`config.mk`:
```
export PLATFORM = sky130hd
export DESIGN_NAME = swb_pwr_seq
export DESIGN_NICKNAME = d
export VERILOG_FILES = /design/src/rtl/swb_pwr_pkg.sv /design/src/rtl/swb_pwr_sync.sv /design/src/rtl/swb_pwr_edge.sv /design/src/rtl/swb_pwr_idle.sv /design/src/rtl/swb_pwr_seq.sv
export SDC_FILE = /design/constraint.sdc
export NUM_CORES = 1
export LEC_CHECK = 0
export ABC_AREA = 1
export BUFFER_PORTS_ARGS = -buffer_cell sky130_fd_sc_hd__buf_2
export CAP_MARGIN = 20
export CELL_PAD_IN_SITES_DETAIL_PLACEMENT = 1
export CELL_PAD_IN_SITES_GLOBAL_PLACEMENT = 1
export CORE_ASPECT_RATIO = 1.4
export CORE_MARGIN = 2
export CORE_UTILIZATION = 25
export CTS_CLUSTER_SIZE = 30
export DETAILED_ROUTE_END_ITERATION = 16
export GPL_ROUTABILITY_DRIVEN = 1
export PLACE_DENSITY_LB_ADDON = 0.1
export SYNTH_ARGS = -nofsm -noshare
export SYNTH_HDL_FRONTEND = slang
export SYNTH_HIERARCHICAL = 1
export SYNTH_SLANG_ARGS = --single-unit
```
`constraint.sdc`:
```
create_clock -name clk_i -period 2.3 [get_ports clk_i]
set_input_delay 0.115 -clock clk_i [delete_from_list [all_inputs] [get_ports clk_i]]
set_output_delay 0.115 -clock clk_i [all_outputs]
set_load 0.1 [all_outputs]
```
`src/rtl/swb_pwr_pkg.sv`:
```
package swb_pwr_pkg;

  typedef enum logic [2:0] {
    ST_SLEEP,
    ST_WAKE_FILT,
    ST_BRK_WAIT,
    ST_BRK_DRIVE,
    ST_ACTIVE,
    ST_SLEEP_WAIT
  } pwr_state_e;

  localparam logic [1:0] OP_SLEEP = 2'b11;

  function automatic int unsigned max3(int unsigned a, int unsigned b, int unsigned c);
    int unsigned m;
    m = (a > b) ? a : b;
    return (m > c) ? m : c;
  endfunction

endpackage

```
`src/rtl/swb_pwr_sync.sv`:
```
module swb_pwr_sync #(
  parameter int unsigned STAGES = 2
) (
  input  logic clk_i,
  input  logic rst_ni,
  input  logic d_i,
  output logic q_o
);

  logic [STAGES-1:0] chain_q;

  generate
    if (STAGES == 1) begin : g_single
      always_ff @(posedge clk_i or negedge rst_ni) begin
        if (!rst_ni) chain_q <= '1;
        else         chain_q <= d_i;
      end
    end else begin : g_chain
      always_ff @(posedge clk_i or negedge rst_ni) begin
        if (!rst_ni) chain_q <= '1;
        else         chain_q <= {chain_q[STAGES-2:0], d_i};
      end
    end
  endgenerate

  assign q_o = chain_q[STAGES-1];

endmodule

```
`src/rtl/swb_pwr_edge.sv`:
```
module swb_pwr_edge #(
  parameter int unsigned HOLD = 3
) (
  input  logic clk_i,
  input  logic rst_ni,
  input  logic level_i,
  input  logic mask_i,
  output logic fall_o,
  output logic toggle_o
);

  localparam int unsigned HW = $clog2(HOLD + 1);
  localparam logic [HW-1:0] HOLD_V = HW'(HOLD);

  logic          level_q;
  logic [HW-1:0] hold_q;
  logic          blind;

  always_ff @(posedge clk_i or negedge rst_ni) begin
    if (!rst_ni) begin
      level_q <= 1'b1;
      hold_q  <= '0;
    end else begin
      level_q <= level_i;
      if (mask_i)              hold_q <= HOLD_V;
      else if (hold_q != '0)   hold_q <= hold_q - HW'(1);
    end
  end

  // stay blind until own release has crossed the synchronizer
  assign blind    = mask_i | (hold_q != '0);
  assign fall_o   = !blind & level_q & !level_i;
  assign toggle_o = !blind & (level_q ^ level_i);

endmodule

```
`src/rtl/swb_pwr_idle.sv`:
```
module swb_pwr_idle #(
  parameter int unsigned LIMIT = 532000
) (
  input  logic clk_i,
  input  logic rst_ni,
  input  logic run_i,
  input  logic reload_i,
  output logic expire_o
);

  localparam int unsigned IW = (LIMIT > 2) ? $clog2(LIMIT) : 1;
  localparam logic [IW-1:0] LAST = IW'(LIMIT - 1);

  logic [IW-1:0] cnt_q;

  always_ff @(posedge clk_i or negedge rst_ni) begin
    if (!rst_ni)                 cnt_q <= '0;
    else if (!run_i || reload_i) cnt_q <= '0;
    else if (cnt_q != LAST)      cnt_q <= cnt_q + IW'(1);
  end

  assign expire_o = run_i & !reload_i & (cnt_q == LAST);

endmodule

```
`src/rtl/swb_pwr_seq.sv`:
```
module swb_pwr_seq
  import swb_pwr_pkg::*;
#(
  parameter int unsigned SYNC_STAGES      = 2,
  parameter int unsigned DEGLITCH_CYC     = 8,
  parameter int unsigned ECHO_DELAY_CYC   = 32,
  parameter int unsigned BREAK_LEN_CYC    = 16,
  parameter int unsigned SLEEP_WAIT_CYC   = 3,
  parameter int unsigned IDLE_TIMEOUT_CYC = 532000,
  parameter int unsigned SRST_DELAY_CYC   = 8
) (
  input  logic       clk_i,
  input  logic       rst_ni,
  input  logic       bus_i,
  input  logic       opcode_vld_i,
  input  logic [1:0] opcode_i,
  input  logic       soft_rst_i,
  output logic       bus_pull_o,
  output logic       reg_en_o,
  output logic       session_o
);

  localparam int unsigned CNT_MAX = max3(ECHO_DELAY_CYC, BREAK_LEN_CYC, SLEEP_WAIT_CYC);
  localparam int unsigned SW      = $clog2(CNT_MAX + 1);
  localparam logic [SW-1:0] DEG_LAST  = SW'(DEGLITCH_CYC - 1);
  localparam logic [SW-1:0] ECHO_LAST = SW'(ECHO_DELAY_CYC - 1);
  localparam logic [SW-1:0] BRK_LAST  = SW'(BREAK_LEN_CYC - 1);
  localparam logic [SW-1:0] SLW_LAST  = SW'(SLEEP_WAIT_CYC - 1);
  localparam logic [SW-1:0] SRST_LOAD = SW'(ECHO_DELAY_CYC - SRST_DELAY_CYC);

  pwr_state_e    state_q, state_d;
  logic [SW-1:0] seq_q, seq_d;
  logic          bus_s;
  logic          fall, toggle;
  logic          idle_expire;
  logic          sleep_req;
  logic          pull_q, reg_q, sess_q;

  swb_pwr_sync #(.STAGES(SYNC_STAGES)) u_sync (
    .clk_i (clk_i),
    .rst_ni(rst_ni),
    .d_i   (bus_i),
    .q_o   (bus_s)
  );

  swb_pwr_edge #(.HOLD(SYNC_STAGES + 1)) u_edge (
    .clk_i   (clk_i),
    .rst_ni  (rst_ni),
    .level_i (bus_s),
    .mask_i  (pull_q),
    .fall_o  (fall),
    .toggle_o(toggle)
  );

  swb_pwr_idle #(.LIMIT(IDLE_TIMEOUT_CYC)) u_idle (
    .clk_i   (clk_i),
    .rst_ni  (rst_ni),
    .run_i   (state_q == ST_ACTIVE),
    .reload_i(toggle),
    .expire_o(idle_expire)
  );

  assign sleep_req = opcode_vld_i && (opcode_i == OP_SLEEP);

  always_comb begin
    state_d = state_q;
    seq_d   = seq_q + SW'(1);
    unique case (state_q)
      ST_SLEEP: begin
        seq_d = '0;
        if (fall) begin
          state_d = ST_WAKE_FILT;
          seq_d   = SW'(1);
        end
      end
      ST_WAKE_FILT: begin
        if (bus_s) begin
          state_d = ST_SLEEP;
          seq_d   = '0;
        end else if (seq_q == DEG_LAST) begin
          state_d = ST_BRK_WAIT;
        end
      end
      ST_BRK_WAIT: begin
        if (seq_q == ECHO_LAST) begin
          state_d = ST_BRK_DRIVE;
          seq_d   = '0;
        end
      end
      ST_BRK_DRIVE: begin
        if (seq_q == BRK_LAST) begin
          state_d = ST_ACTIVE;
          seq_d   = '0;
        end
      end
      ST_ACTIVE: begin
        seq_d = '0;
        if (soft_rst_i) begin
          state_d = ST_BRK_WAIT;
          seq_d   = SRST_LOAD;
        end else if (sleep_req || idle_expire) begin
          state_d = ST_SLEEP_WAIT;
        end
      end
      ST_SLEEP_WAIT: begin
        if (seq_q == SLW_LAST) begin
          state_d = ST_SLEEP;
          seq_d   = '0;
        end
      end
      default: begin
        state_d = ST_SLEEP;
        seq_d   = '0;
      end
    endcase
  end

  always_ff @(posedge clk_i or negedge rst_ni) begin
    if (!rst_ni) begin
      state_q <= ST_SLEEP;
      seq_q   <= '0;
      pull_q  <= 1'b0;
      reg_q   <= 1'b0;
      sess_q  <= 1'b0;
    end else begin
      state_q <= state_d;
      seq_q   <= seq_d;
      pull_q  <= (state_d == ST_BRK_DRIVE);
      reg_q   <= (state_d inside {ST_BRK_WAIT, ST_BRK_DRIVE, ST_ACTIVE, ST_SLEEP_WAIT});
      sess_q  <= (state_d == ST_ACTIVE);
    end
  end

  assign bus_pull_o = pull_q;
  assign reg_en_o   = reg_q;
  assign session_o  = sess_q;

endmodule

```
# Yosys cells after proc, flatten, opt, wreduce, memory -nomap -nowiden

Cells that the tools add are included.

Register bits after elaboration: 37
Input bits: 7
Output and inout bits: 3
Word-level logic and storage cells: 67

Add/subtract/negate cells: 3
Eq/ne operators: 16
Mux-type cells: 20
Bitwise operators: 7
Reductions and logical operators: 12

Operators with widths:

| operator                                       | number |
|---|---|
| two-way mux 20 bit                             | 2 |
| case mux 6 bit (6 select lines)                | 1 |
| two-way mux 3 bit                              | 8 |
| two-way mux 6 bit                              | 4 |
| adder 20 x 1 -> 20 bit (second input constant) | 1 |
| == test 20 bit (second input constant)         | 1 |
| != test 20 bit (second input constant)         | 1 |
| case mux 3 bit (6 select lines)                | 1 |
| == test 3 x 2 -> 1 bit (second input constant) | 4 |
| == test 3 bit (second input constant)          | 4 |
| adder 6 x 1 -> 6 bit (second input constant)   | 1 |
| == test 6 x 2 -> 1 bit (second input constant) | 1 |
| == test 6 x 3 -> 1 bit (second input constant) | 1 |
| == test 6 x 4 -> 1 bit (second input constant) | 1 |
| == test 6 x 5 -> 1 bit (second input constant) | 1 |
| nonzero test 2 bit                             | 3 |
| bitwise AND 1 bit                              | 5 |
| two-way mux 5 bit                              | 1 |
| logical NOT 1 bit                              | 4 |
| two-way mux 2 bit                              | 2 |
| nonzero test 4 bit                             | 1 |
| == test 3 x 1 -> 1 bit (second input constant) | 1 |
| logical NOT 3 bit                              | 1 |
| == test 2 bit (second input constant)          | 1 |
| 6 further kinds                                | 7 |

# Depth between registers and ports, before layout

Gate-level depths: netlist of the first run.

Depth after elaboration: 13
Gate-level depth with buffers: 15
Depth with buffers taken out: 14

# Cells and area by module

Netlist of the first run, hierarchy kept.

By module, submodules not included:

| module       | times used | cells each | area an instance (um2) | sequential area each (um2) |
|---|---|---|---|---|
| swb_pwr_idle | 1          | 186        | 1266.2                 | 500.5 |
| swb_pwr_seq  | 1          | 103        | 764.5                  | 300.3 |
| swb_pwr_edge | 1          | 22         | 163.9                  | 76.3 |
| swb_pwr_sync | 1          | 2          | 52.6                   | 52.6 |

# Least setup slack after synthesis of the first run

OpenSTA, ideal clock, no wires.

Path kind: flip-flop to flip-flop
From: register pull_q, in the netlist bus_pull_o
To: register sess_q, in the netlist session_o
Setup time: 0.123 ns
Arrival: 1.994 ns
Data required time: 2.177 ns
Setup slack: 0.184 ns
Cell stages (with the launch flop): 13
Path buffers: 1
Clock period less this slack: 2.116 ns
Cell sequence: dfrtp_1 nor2_2 nand2_1 nand2_1 inv_1 nand2_1 clkbuf_1 nor3_1 nor2_1 a21oi_1 nor2_1 nand2_2 nor2_2

Longest elaborated chain between the ends: 11
Elaborated cells between the ends (all ways): 14
Classes of those cells: 1 x eq/ne; 4 x mux; 6 x bitwise; 3 x reduce/logical

Ends and longest elaborated chain:

| what                            | RTL line           | RTL |
|---|---|---|
| start: declaration              | swb_pwr_seq.sv:37  | `logic pull_q, reg_q, sess_q;` |
| start signal: assignment        | swb_pwr_seq.sv:128 | `pull_q <= (state_d == ST_BRK_DRIVE);` |
| OR 1 bit                        | swb_pwr_edge.sv:31 | `assign blind = mask_i \| (hold_q != '0);` |
| logical NOT 1 bit               | swb_pwr_edge.sv:33 | `assign toggle_o = !blind & (level_q ^ level_i);` |
| bitwise AND 1 bit               | swb_pwr_edge.sv:33 |  |
| net toggle                      | swb_pwr_seq.sv:34  | `logic fall, toggle;` |
| logical NOT 1 bit               | swb_pwr_idle.sv:22 | `assign expire_o = run_i & !reload_i & (cnt_q == LAST);` |
| bitwise AND 1 bit (2 in a row)  | swb_pwr_idle.sv:22 |  |
| net idle_expire                 | swb_pwr_seq.sv:35  | `logic idle_expire;` |
| logical OR 1 bit                | swb_pwr_seq.sv:101 | `end else if (sleep_req \|\| idle_expire) begin` |
| two-way mux 3 bit               | swb_pwr_seq.sv:101 |  |
| two-way mux 3 bit               | swb_pwr_seq.sv:98  | `if (soft_rst_i) begin` |
| case mux 3 bit (6 select lines) | swb_pwr_seq.sv:68  | `unique case (state_q)` |
| net state_d[0]                  | swb_pwr_seq.sv:31  | `pwr_state_e state_q, state_d;` |
| == test 3 bit                   | swb_pwr_seq.sv:130 | `sess_q <= (state_d == ST_ACTIVE);` |
| end signal: assignment          | swb_pwr_seq.sv:130 |  |
| end: declaration                | swb_pwr_seq.sv:37  |  |

The timed path passes the listed nets, and every way through them passes these cells.
A chain may end at the register's enable or synchronous reset.

# Final worst setup path of the first run

From: register u_edge.hold_q[0]
To: register sess_q, in the netlist session_o

Longest elaborated chain between the ends: 12
Elaborated cells between the ends (all ways): 15
Classes of those cells: 1 x eq/ne; 4 x mux; 6 x bitwise; 4 x reduce/logical

Ends and longest elaborated chain:

| what                            | RTL line           | RTL |
|---|---|---|
| start: declaration              | swb_pwr_edge.sv:16 | `logic [HW-1:0] hold_q;` |
| start signal: assignment        | swb_pwr_edge.sv:26 | `else if (hold_q != '0) hold_q <= hold_q - HW'(1);` |
| nonzero test 2 bit              | swb_pwr_edge.sv:31 |  |
| OR 1 bit                        | swb_pwr_edge.sv:31 |  |
| logical NOT 1 bit               | swb_pwr_edge.sv:33 |  |
| bitwise AND 1 bit               | swb_pwr_edge.sv:33 |  |
| net toggle                      | swb_pwr_seq.sv:34  |  |
| logical NOT 1 bit               | swb_pwr_idle.sv:22 |  |
| bitwise AND 1 bit (2 in a row)  | swb_pwr_idle.sv:22 |  |
| net idle_expire                 | swb_pwr_seq.sv:35  |  |
| logical OR 1 bit                | swb_pwr_seq.sv:101 |  |
| two-way mux 3 bit               | swb_pwr_seq.sv:101 |  |
| two-way mux 3 bit               | swb_pwr_seq.sv:98  |  |
| case mux 3 bit (6 select lines) | swb_pwr_seq.sv:68  |  |
| net state_d[0]                  | swb_pwr_seq.sv:31  |  |
| == test 3 bit                   | swb_pwr_seq.sv:130 |  |

The timed path passes the listed nets, and every way through them passes these cells.

==> metrics, run 1 <==
die width=approximately 84 um; HPWL after DPL=4.99 mm; final net count=341; TritonRoute pass-1 iters=4; violations in the final reports=negative hold slack; I/O pin count=10; Synth Instances=313; Fmax achieved=approximately 570 MHz; final setup vio count=0; routed wire length=6.30 mm; post-layout minimum cycle time=1750 ps; DRT iter0 DRCs=71; adder-cell share of the synthesized area=2.23%; P per Cell Area=615 nW/um^2; Reg clk slew, reported paths=~60 ps; CTS tree=built; Async SR Flop Fraction=between 90% and 100%; CTS root buffer=clkbuf_16; core footprint=between 8000 and 9000 sq um; Synth cell types=27; DR WL/cell=14.5 um; Warnings, synthesis=6; Placer Congestion=roughly 0.75; max-slew violations=0; Slowest-stage cell, CP=dfrtp_1; Hold WC Path Type=input port to async pin; area of the multi-input gates=1150 sq um; worst-margin pin slew=921 ps; # diodes=0; Site Rows=40; largest family of logic cells by synthesized area=simple AND/OR/NAND/NOR gates; Synth Area in Simple Gates=42.7%; final hold slack=-29.7 ps; Worst Slack Setup Final=~550 ps; xor and xnor area share after synthesis=under 10%; Synth Net Count=324; sequential area share after synthesis=between 40% and 50%; Worst Setup SP=u_edge/hold_q[0]$_DFFE_PN0P_; CP max FO=5; gr usage total=14.7%; Final ANT Viol Nets=0; Fin. Hold Viols=34; CP dominant cell by count=nand2_1; dpl ws=a little over 500 ps; H-tree levels=2; routed via count=around 2,000; vias in the first global route=~2,200; Max IR drop VDD=0.000336 V; Congestion Overflow GR=0; Crit path arrival time=1920 ps; clk sinks=37; Setup TNS Final=0 ps; run status=finished, violations left; critical-path cell list=inv_1 -> ha_1 -> inv_2 -> nor2_2 -> nand2_1 -> nand2_1 -> inv_1 -> nand2_1 -> nor3_1 -> nor2_1 -> a21oi_1 -> nor2_1 -> nand2_2 -> nor2_2; CP bufs+invs=3; max_cap viols=0; WS Path Type=register to register; Via density=~4.6; Synth Area in Compound Gates=3.12%; largest stage delay on the critical path=340 ps; drt drc=0; Initial Util=26.0%; DIE HEIGHT=116 um; post-synthesis register bit count=37; first-pass GRT wire length=11.0 mm; Synth Cell Area=approximately 2200 sq um; initial antenna violation count=0; Crit path required time=2470 ps; delay-heaviest family, CP=simple AND/OR/NAND/NOR gates; total CTS buffers=5; layout filler cell count=around 1,100; FF+latch area=about 930 sq um; Clock Skews=7.16 ps; later-pin clock latency in the skew report=280 ps; leak pwr=around 1.2 nW; share of cells above drive strength 1=14.5%; final period utilization=76.2%; main flop type after synthesis=dfrtp_1; average size of a mapped cell=7.18 sq um; reg-to-reg startpoint=u_edge/hold_q[0]$_DFFE_PN0P_; Post-synth EDFFs=0; clk buf depth=2; post-CTS setup buffers=0; RSZ-0062 raised after global routing=no; post-synthesis mux area share=0%; P&R area growth vs syn=15.1%; Rel. slew slack=38.6%; pin count of the biggest net entering global routing=38; die area=9770 sq um; I/O Buffers=9; crit path launch type=register; CP Capture Type=register
[placed cells by master, fill, tap and decap left out]
master,netlist,routed
buf_4,0,2
xor2_1,4,4
clkbuf_1,2,2
ha_1,4,4
a21oi_1,5,5
inv_1,38,38
o21bai_1,1,1
nand2_1,73,73
nand2_4,2,2
clkbuf_8,0,1
nor3_1,3,3
dfstp_2,3,3
nand2_2,8,8
o21a_1,1,1
nor2_2,4,4
nor3b_2,1,1
nand4_1,11,11
inv_2,5,5
or2_1,1,1
nor2_1,65,65
buf_2,0,9
dlygate4sd3_1,0,1
or2_2,2,2
o21ai_0,3,3
clkbuf_16,0,5
nand3_1,29,29
xnor2_1,4,4
nor2_4,6,6
a21boi_0,1,1
nand3b_1,2,2
dfrtp_1,34,34
a211oi_1,1,1
[cell type report]
type,instances,share of cell area [%]
clock buffers,8,5.66
inverters,43,6.24
multi-input cells,231,44.4
flip-flops and latches,37,35.9
well taps,105,5.08
repair buffers,12,2.71
[metrics by stage]
stage / area, sq um / cells / power [mW] / utilization, %
2_1_floorplan: 2250 / 313 / 0.849 / -
3_3_place_gp: 2430 / 427 / 0.904 / 28.1
3_5_place_dp: 2430 / 427 / 0.909 / 28.1
4_1_cts: 2590 / 436 / 1.63 / 29.9
5_1_grt: 2590 / 436 / 1.69 / 29.9
6_report: 2590 / 436 / 1.59 / 29.9
[metal layers]
metal  vias up  routed length [um]  GRT usage [%]  part of all wire (%)
met4         0                 138           6.56                   2.2
li1       1008                   -              -                     -
met2        19                3530           28.5                    56
met1       960                2480           15.3                    39
met3         7                 146           2.61                   2.3
met5         -                   0              0                     0
[repair_timing]
action,in CTS,in global routing
endpoints found under the hold margin,1,0
gates resized for setup,0,0
hold buffers,1,0
[synth_stat cells (4+ instances only)]
cell | count | area [sq um]
a21oi_1 | 5 | 25.0
dfrtp_1 | 34 | 851
ha_1 | 4 | 50.1
inv_1 | 38 | 143
inv_2 | 5 | 18.8
nand2_1 | 73 | 274
nand2_2 | 8 | 50.1
nand3_1 | 29 | 145
nand4_1 | 11 | 68.8
nor2_1 | 65 | 244
nor2_2 | 4 | 25.0
nor2_4 | 6 | 67.6
xnor2_1 | 4 | 35.0
xor2_1 | 4 | 35.0
[state kept, by name, summed over array words and instances (netlist names), 2 cells and up]
signal,count
u_idle/cnt_q,20
seq_q,6
state_q,3
u_edge/hold_q,2
u_sync/chain_q,2
[worst register-to-register path: stages, from the launching register on]
cell,delay (ps)
dfrtp_1,340
inv_1,60
ha_1,240
inv_2,80
nor2_2,40
nand2_1,70
nand2_1,50
inv_1,50
nand2_1,110
nor3_1,230
nor2_1,60
a21oi_1,140
nor2_1,70
nand2_2,70
nor2_2,30
[report_power, final]
group	leakage [nW]	switching (mW)	total [mW]	internal, mW
Clock	0.0712	0.265	0.698	0.432
Combinational	0.615	0.115	0.182	0.0666
Sequential	0.502	0.0244	0.711	0.686
Total	1.19	0.405	1.59	1.19
[final timing paths]
path | depth (start not counted) | to | slack [ps]
max | 14 | session_o$_DFF_PN0_ | 550
min | 1 | u_idle/cnt_q[6]$_DFFE_PN0P_ | -30
max reg2reg | 14 | session_o$_DFF_PN0_ | 550
min reg2reg | 0 | u_sync/chain_q[1]$_DFF_PN1_ | 360
max in group asynchronous | 1 | u_idle/cnt_q[1]$_DFFE_PN0P_ | 1750
min in group clk_i | 5 | seq_q[4]$_DFF_PN0_ | 210
[logic make-up (layout without fill, tap and decap cells)]
| logic type | count (synthesis) | after routing |
|---|---|---|
| flops | 37 | 37 |
| buf+inv | 45 | 63 |
| fa+ha+maj | 4 | 4 |
| xor+xnor | 8 | 8 |
| compound gates | 12 | 12 |
| simple gates | 207 | 207 |
Note: power is estimated with default switching activity, not from simulation.
==> run 2: changes to the inputs <==
--- a/config.mk
+++ b/config.mk
@@ -5,7 +5,7 @@
 export SDC_FILE = /design/constraint.sdc
 export NUM_CORES = 1
 export LEC_CHECK = 0
-export ABC_AREA = 1
+export ABC_AREA = 0
 export BUFFER_PORTS_ARGS = -buffer_cell sky130_fd_sc_hd__buf_2
 export CAP_MARGIN = 20
 export CELL_PAD_IN_SITES_DETAIL_PLACEMENT = 1
==> constraint.sdc (replaced) <==
create_clock -name clk_i -period 1.48 [get_ports clk_i]
set_input_delay 0.074 -clock clk_i [delete_from_list [all_inputs] [get_ports clk_i]]
set_output_delay 0.074 -clock clk_i [all_outputs]
set_load 0.1 [all_outputs]
==> metrics, run 2 <==
die area=9280 sq um (was 9770 sq um); Final Cell Area=3510 sq um (was 2590 sq um); ranking of synthesized cells by area=dfrtp_1, nor2_1, dfstp_2, xnor2_1, xor2_1 (was dfrtp_1, nand2_1, nor2_1, nand3_1, inv_1); Sequential Power Share=35.7% (was 44.7%); placed instance area=2830 sq um (was 2430 sq um); CP max FO=2 (was 5); clk sinks=37 (unchanged); leak pwr=1.59 nW (was 1.19 nW); TritonRoute pass-1 iters=4 (unchanged); Congestion Overflow GR=0 (unchanged); FF+latch area=935 sq um (was 930 sq um); average size of a mapped cell=10.0 sq um (was 7.18 sq um); max-slew violations=0 (unchanged); Synth cell types=60 (was 27); Reg clk slew, reported paths=60 ps (about the same); Pint=2.48 mW (was 1.19 mW); Max IR drop VDD=0.000597 V (was 0.000336 V); Switching Fraction=33.4% (was 25.5%); post-layout minimum cycle time=1890 ps (was 1750 ps); reg2reg setup slack=-410 ps (was 550 ps); hold endpoint=seq_q[3]$_DFF_PN0_; Hold Startpoint=soft_rst_i; Synth Net Count=223 (was 324); DRT iter0 DRCs=38 (was 71); Worst Slack Setup Final=-405 ps (was 547 ps); Logic pwr share=36.2% (was 11.4%); vias in the first global route=2,162 (was 2,204); Synth Instances=212 (was 313); # diodes=0 (unchanged); Slowest-stage cell, CP=or4_4 (was dfrtp_1); core footprint=8200 sq um (was 8660 sq um); top-count cell post-synth=dfrtp_1 (was nand2_1); routed wire length=6.62 mm (was 6.30 mm); drt drc=0 (unchanged); pin count of the biggest net entering global routing=18 (was 38); I/O Buffers=9 (unchanged); clk buf depth=2 (unchanged); worst-margin pin slew=491 ps (was 921 ps); first-pass GRT wire length=10.8 mm (was 11.0 mm); Top reg by flops=u_idle/cnt_q (unchanged); max_cap viols=0 (unchanged); sequential area share after synthesis=43.7% (was 41.4%); hold path cells=3; dpl ws=-424 ps (was 513 ps); critical-path cell list=nor4_2 -> buf_4 -> nand2_2 -> or4_4 -> nor2_2 -> a311oi_1 -> o211ai_1 -> or2_1 (was inv_1 -> ha_1 -> inv_2 -> nor2_2 -> nand2_1 -> nand2_1 -> inv_1 -> nand2_1 -> nor3_1 -> nor2_1 -> a21oi_1 -> nor2_1 -> nand2_2 -> nor2_2); final hold slack=74.8 ps (was -29.7 ps); Fmax achieved=530 MHz (was 570 MHz); I/O pin count=10 (unchanged); later-pin clock latency in the skew report=290 ps (was 280 ps); CP Capture Type=register (unchanged); number of flip-flops in the largest register=20 (unchanged); Crit path arrival time=2110 ps (was 1920 ps); DIE HEIGHT=113 um (was 116 um); RSZ-0062 raised after global routing=yes (was no); Synth Cell Area=2130 sq um (was 2250 sq um); reg-to-reg startpoint=u_idle/cnt_q[15]$_DFFE_PN0P_ (was u_edge/hold_q[0]$_DFFE_PN0P_); Fin. Hold Viols=0 (was 34); layout filler cell count=918 (was 1,080); H-tree levels=2 (unchanged); Commonest cells post-synth=dfrtp_1, nor2_1, nand2_1 (was nand2_1, nor2_1, inv_1); Clock Skews=8.78 ps (was 7.16 ps); top flop regs=u_idle/cnt_q x20, seq_q x6, state_q x3 (unchanged); largest area contributor in the netlist=dfrtp_1 (unchanged); Post-synth EDFFs=0 (unchanged); most frequent cells in the layout=buf_4, dfrtp_1, buf_6 (was nand2_1, nor2_1, inv_1); final net count=321 (was 341); CTS root buffer=clkbuf_16 (unchanged); Placer Congestion=0.748 (was 0.749); gr usage total=15.6% (was 14.7%); HPWL after DPL=4.89 mm (was 4.99 mm); largest stage delay on the critical path=440 ps (was 340 ps); share of cells above drive strength 1=54.5% (was 14.5%); crit path launch type=register (unchanged); Placed Instances=382 (was 427); DR WL/cell=16.1 um (was 14.5 um); post-synthesis register bit count=37 (unchanged); P&R area growth vs syn=65.0% (was 15.1%); Warnings, synthesis=6 (unchanged); Psw=1.24 mW (was 405 uW); P per Cell Area=1060 nW/um^2 (was 615 nW/um^2); routed via count=1,983 (was 1,994); Final Non-Filler Cells=412 (was 436); violations in the final reports=negative setup slack (was negative hold slack); Setup TNS Final=-4360 ps (was 0 ps); Crit path required time=1710 ps (was 2470 ps); CTS tree=built (unchanged); Yosys top cell area share=40.0% (was 37.9%); Initial Util=26.0% (about the same); Rel. slew slack=67.5% (was 38.6%); Final ANT Viol Nets=0 (unchanged); clock share of power=28.0% (was 43.9%); WS Path Type=register to register (unchanged); main flop type after synthesis=dfrtp_1 (unchanged); initial antenna violation count=0 (unchanged); Site Rows=39 (was 40); final setup vio count=25 (was 0); final period utilization=127% (was 76.2%); Via density=4.81 (was 4.57); Util after Layout=42.9% (was 29.9%); Hold WC Path Type=input port to register (was input port to async pin); total CTS buffers=5 (unchanged); run status=finished, violations left (unchanged); r2r worst-path depth=8 (was 14); Overall Power=3.72 mW (was 1.59 mW); R2R Path End=state_q[0]$_DFF_PN0_ (was session_o$_DFF_PN0_); commonest non-fill, non-tap cell in the layout=buf_4 (was nand2_1); area of the multi-input gates=1420 sq um (was 1150 sq um); die width=82 um (was 84.1 um); Async SR Flop Fraction=100% (unchanged)
## run 2: cell types whose count changed in the layout (fill, tap and decap cells not counted), sizes merged, moves of 5 or more
cell and delta:
nor2 -51, nand2 -65, nor4 +8, buf +86
inv -37, a31oi +5, nand3 -22
## run 2: how the worst max path moves through the flow
| stage | end | slack, ps | start |
|---|---|---|---|
| floorplan | state_q[0]$_DFF_PN0_ | -460 | bus_pull_o$_DFF_PN0_ |
| global placement | state_q[0]$_DFF_PN0_ | -420 | u_idle/cnt_q[16]$_DFFE_PN0P_ |
| detailed placement | state_q[0]$_DFF_PN0_ | -420 | u_idle/cnt_q[16]$_DFFE_PN0P_ |
| CTS | state_q[0]$_DFF_PN0_ | -430 | u_idle/cnt_q[16]$_DFFE_PN0P_ |
| global route | state_q[0]$_DFF_PN0_ | -530 | u_idle/cnt_q[15]$_DFFE_PN0P_ |
| finish | state_q[0]$_DFF_PN0_ | -410 | u_idle/cnt_q[15]$_DFFE_PN0P_ |
## run 2: power by group through the flow
stage | sequential [mW] | combinational [mW] | clock [mW]
after floorplan | 1.43 | 0.653 | 0
after global placement | 1.32 | 1.16 | 0
after CTS | 1.33 | 1.34 | 1.09
after detailed placement | 1.33 | 1.19 | 0
final | 1.33 | 1.35 | 1.04
after global routing | 1.35 | 1.51 | 1.14
## run 2: layout make-up
type	count	share of cell area, %
Multi-Input combinational cell	160	40.5
Sequential cell	37	26.6
Timing Repair Buffer	100	24.8
Clock buffer	6	3.67
Tap cell	102	3.63
Inverter	6	0.641
Clock inverter	1	0.142
## run 2: critical path, delay by kind of cell, from the launching register on
kind	cells	cell delay, ps
compound gates	2	290
simple gates	5	970
flops	1	390
buf+inv	1	160
## run 2: routing by layer
layer  vias to the layer above  part of all wire [%]  track usage, %
met5                         -                     0               0
met2                        10                    58            29.2
met1                       995                    38            16.7
met4                         0                   2.2            6.56
li1                        969                     -               -
met3                         9                   1.3            2.63
## run 2: timing repair
item                                   CTS  global route
setup endpoints to repair               27            30
cloned                                   0             1
buffers inserted                        10            15
endpoints found under the hold margin   15             0
resized for setup                       38            42
pin swaps                               17            37
hold buffers                             2             0
## run 2: cells by family (layout without fill, tap and decap cells)
group / after synthesis / count (layout) / synth area share [%]
compound gates: 39 / 39 / 14.5
xor+xnor: 16 / 16 / 6.58
fa+ha+maj: 4 / 4 / 2.35
buf+inv: 15 / 113 / 3.29
flops: 37 / 37 / 43.7
mux: 2 / 2 / 0.999
simple gates: 99 / 99 / 28.7
==> run 3: changes to the inputs <==
--- a/config.mk
+++ b/config.mk
@@ -16,8 +16,9 @@
 export CTS_CLUSTER_SIZE = 30
 export DETAILED_ROUTE_END_ITERATION = 16
 export GPL_ROUTABILITY_DRIVEN = 1
-export PLACE_DENSITY_LB_ADDON = 0.1
+export PLACE_DENSITY = 0.44
 export SYNTH_ARGS = -nofsm -noshare
 export SYNTH_HDL_FRONTEND = slang
 export SYNTH_HIERARCHICAL = 1
 export SYNTH_SLANG_ARGS = --single-unit
+export TNS_END_PERCENT = 5
==> constraint.sdc (replaced) <==
create_clock -name clk_i -period 2.3 [get_ports clk_i]
set_input_delay 0.115 -clock clk_i [delete_from_list [all_inputs] [get_ports clk_i]]
set_output_delay 0.115 -clock clk_i [all_outputs]
set_load 0.1 [all_outputs]
==> metrics, run 3 (synthesized netlist as in run 2, its figures left out) <==
run status=completed (was finished, violations left); I/O Buffers=9 (unchanged); CP Capture Type=register (unchanged); gr usage total=14.0% (was 15.6%); Top reg by flops=u_idle/cnt_q (unchanged); P per Cell Area=836 nW/um^2 (was 1060 nW/um^2); die width=82 um (unchanged); worst-margin pin slew=513 ps (was 491 ps); RSZ-0062 raised after global routing=no (was yes); initial antenna violation count=0 (unchanged); CP max FO=6 (was 2); DR WL/cell=16.8 um (was 16.1 um); final net count=247 (was 321); clk buf depth=2 (unchanged); top flop regs=u_idle/cnt_q x20, seq_q x6, state_q x3 (unchanged); number of flip-flops in the largest register=20 (unchanged); Site Rows=39 (unchanged); DRT iter0 DRCs=63 (was 38); post-layout minimum cycle time=2080 ps (was 1890 ps); P&R area growth vs syn=18.6% (was 65.0%); pin count of the biggest net entering global routing=21 (was 18); H-tree levels=2 (unchanged); TritonRoute pass-1 iters=4 (unchanged); Rel. slew slack=65.3% (was 67.5%); Max IR drop VDD=0.000338 V (was 0.000597 V); later-pin clock latency in the skew report=290 ps (about the same); most frequent cells in the layout=dfrtp_1, nor2_1, nand2_1 (was buf_4, dfrtp_1, buf_6); DIE HEIGHT=113 um (unchanged); Fmax achieved=480 MHz (was 530 MHz); hold path cells=3 (unchanged); clk sinks=37 (unchanged); Reg clk slew, reported paths=60 ps (about the same); max-slew violations=0 (unchanged); share of cells above drive strength 1=23.2% (was 54.5%); die area=9280 sq um (unchanged); vias in the first global route=1,876 (was 2,162); Final ANT Viol Nets=0 (unchanged); Clock Skews=10.1 ps (was 8.78 ps); routed wire length=5.71 mm (was 6.62 mm); commonest non-fill, non-tap cell in the layout=dfrtp_1 (was buf_4); Setup TNS Final=0 ps (was -4360 ps); Initial Util=26.0% (unchanged); I/O pin count=10 (unchanged); final period utilization=90.6% (was 127%); post-CTS sizing=0 (was 38); leak pwr=1.06 nW (was 1.59 nW); WS Path Type=register to register (unchanged); Via density=5.00 (was 4.81); routed via count=1,695 (was 1,983); CTS root buffer=clkbuf_16 (unchanged); Crit path required time=2460 ps (was 1710 ps); Congestion Overflow GR=0 (unchanged); Placer Congestion=0.756 (was 0.748); CTS tree=built (unchanged); final hold slack=107 ps (was 74.8 ps); # diodes=0 (unchanged); drt drc=0 (unchanged); r2r worst-path depth=7 (was 8); total CTS buffers=5 (unchanged); first-pass GRT wire length=9.74 mm (was 10.8 mm); Crit path arrival time=2240 ps (was 2110 ps); Fin. Hold Viols=0 (unchanged); crit path launch type=register (unchanged); HPWL after DPL=4.39 mm (was 4.89 mm); core footprint=8200 sq um (unchanged); max_cap viols=0 (unchanged); final setup vio count=0 (was 25); Hold WC Path Type=input port to register (unchanged)
==> run 3: area by class of cell <==
class | instances | area, sq um
clock buffers | 7 | 133
clock inverters | 1 | 5.00
fillers | 960 | 5670
inverters | 6 | 22.5
multi-input cells | 160 | 1130
flip-flops and latches | 37 | 931
well taps | 102 | 128
repair buffers | 26 | 178
==> run 3: report_power, final <==
part	switching [mW]	leakage [nW]	total [mW]	internal, mW
combinational	0.318	0.516	0.572	0.255
clock	0.265	0.0679	0.666	0.401
sequential	0.121	0.477	0.874	0.753
==> run 3: path summary, 6_finish.rpt <==
check,from,end,slack (ps)
worst max-delay path,u_idle/cnt_q[0]$_DFFE_PN0P_,session_o$_DFF_PN0_,220
worst min-delay path,soft_rst_i,seq_q[3]$_DFF_PN0_,110
worst max register to register,u_idle/cnt_q[0]$_DFFE_PN0P_,session_o$_DFF_PN0_,220
worst min register to register,u_sync/chain_q[0]$_DFF_PN1_,u_sync/chain_q[1]$_DFF_PN1_,360
max in group asynchronous,rst_ni,u_idle/cnt_q[2]$_DFFE_PN0P_,1340
min in group asynchronous,rst_ni,u_idle/cnt_q[19]$_DFFE_PN0P_,320
==> run 3: stage by stage <==
stage          std cells  utilization (%)  setup slack (ps)  power (mW)  area [sq um]
2_1_floorplan        212                -               101        1.32          2130
3_3_place_gp         329             28.9               260        1.47          2370
3_5_place_dp         329             28.9               191        1.47          2370
4_1_cts              339             30.8               184        2.16          2530
5_1_grt              339             30.8              20.3        2.27          2530
6_report             339             30.8               217        2.11          2530
==> run 3: per-layer routing <==
metal / global-route usage, % / up-vias / share of wire [%]
met5: 0 / - / 0
met3: 2.63 / 6 / 1.8
met4: 5.33 / 0 / 1.8
li1: - / 816 / -
met1: 15.2 / 859 / 40
met2: 25.9 / 14 / 57
==> run 3: repair_timing <==
action	CTS	global route
hold endpoints to repair	17	0
setup buffers	0	0
hold buffers	2	0
==> run 3: critical path, cell delays in order, from the launching register on <==
cell	delay, ps
dfrtp_1	430
ha_1	300
nand4_4	120
or4_4	600
nor2_1	140
a311oi_1	70
o211ai_1	230
a211oi_2	70
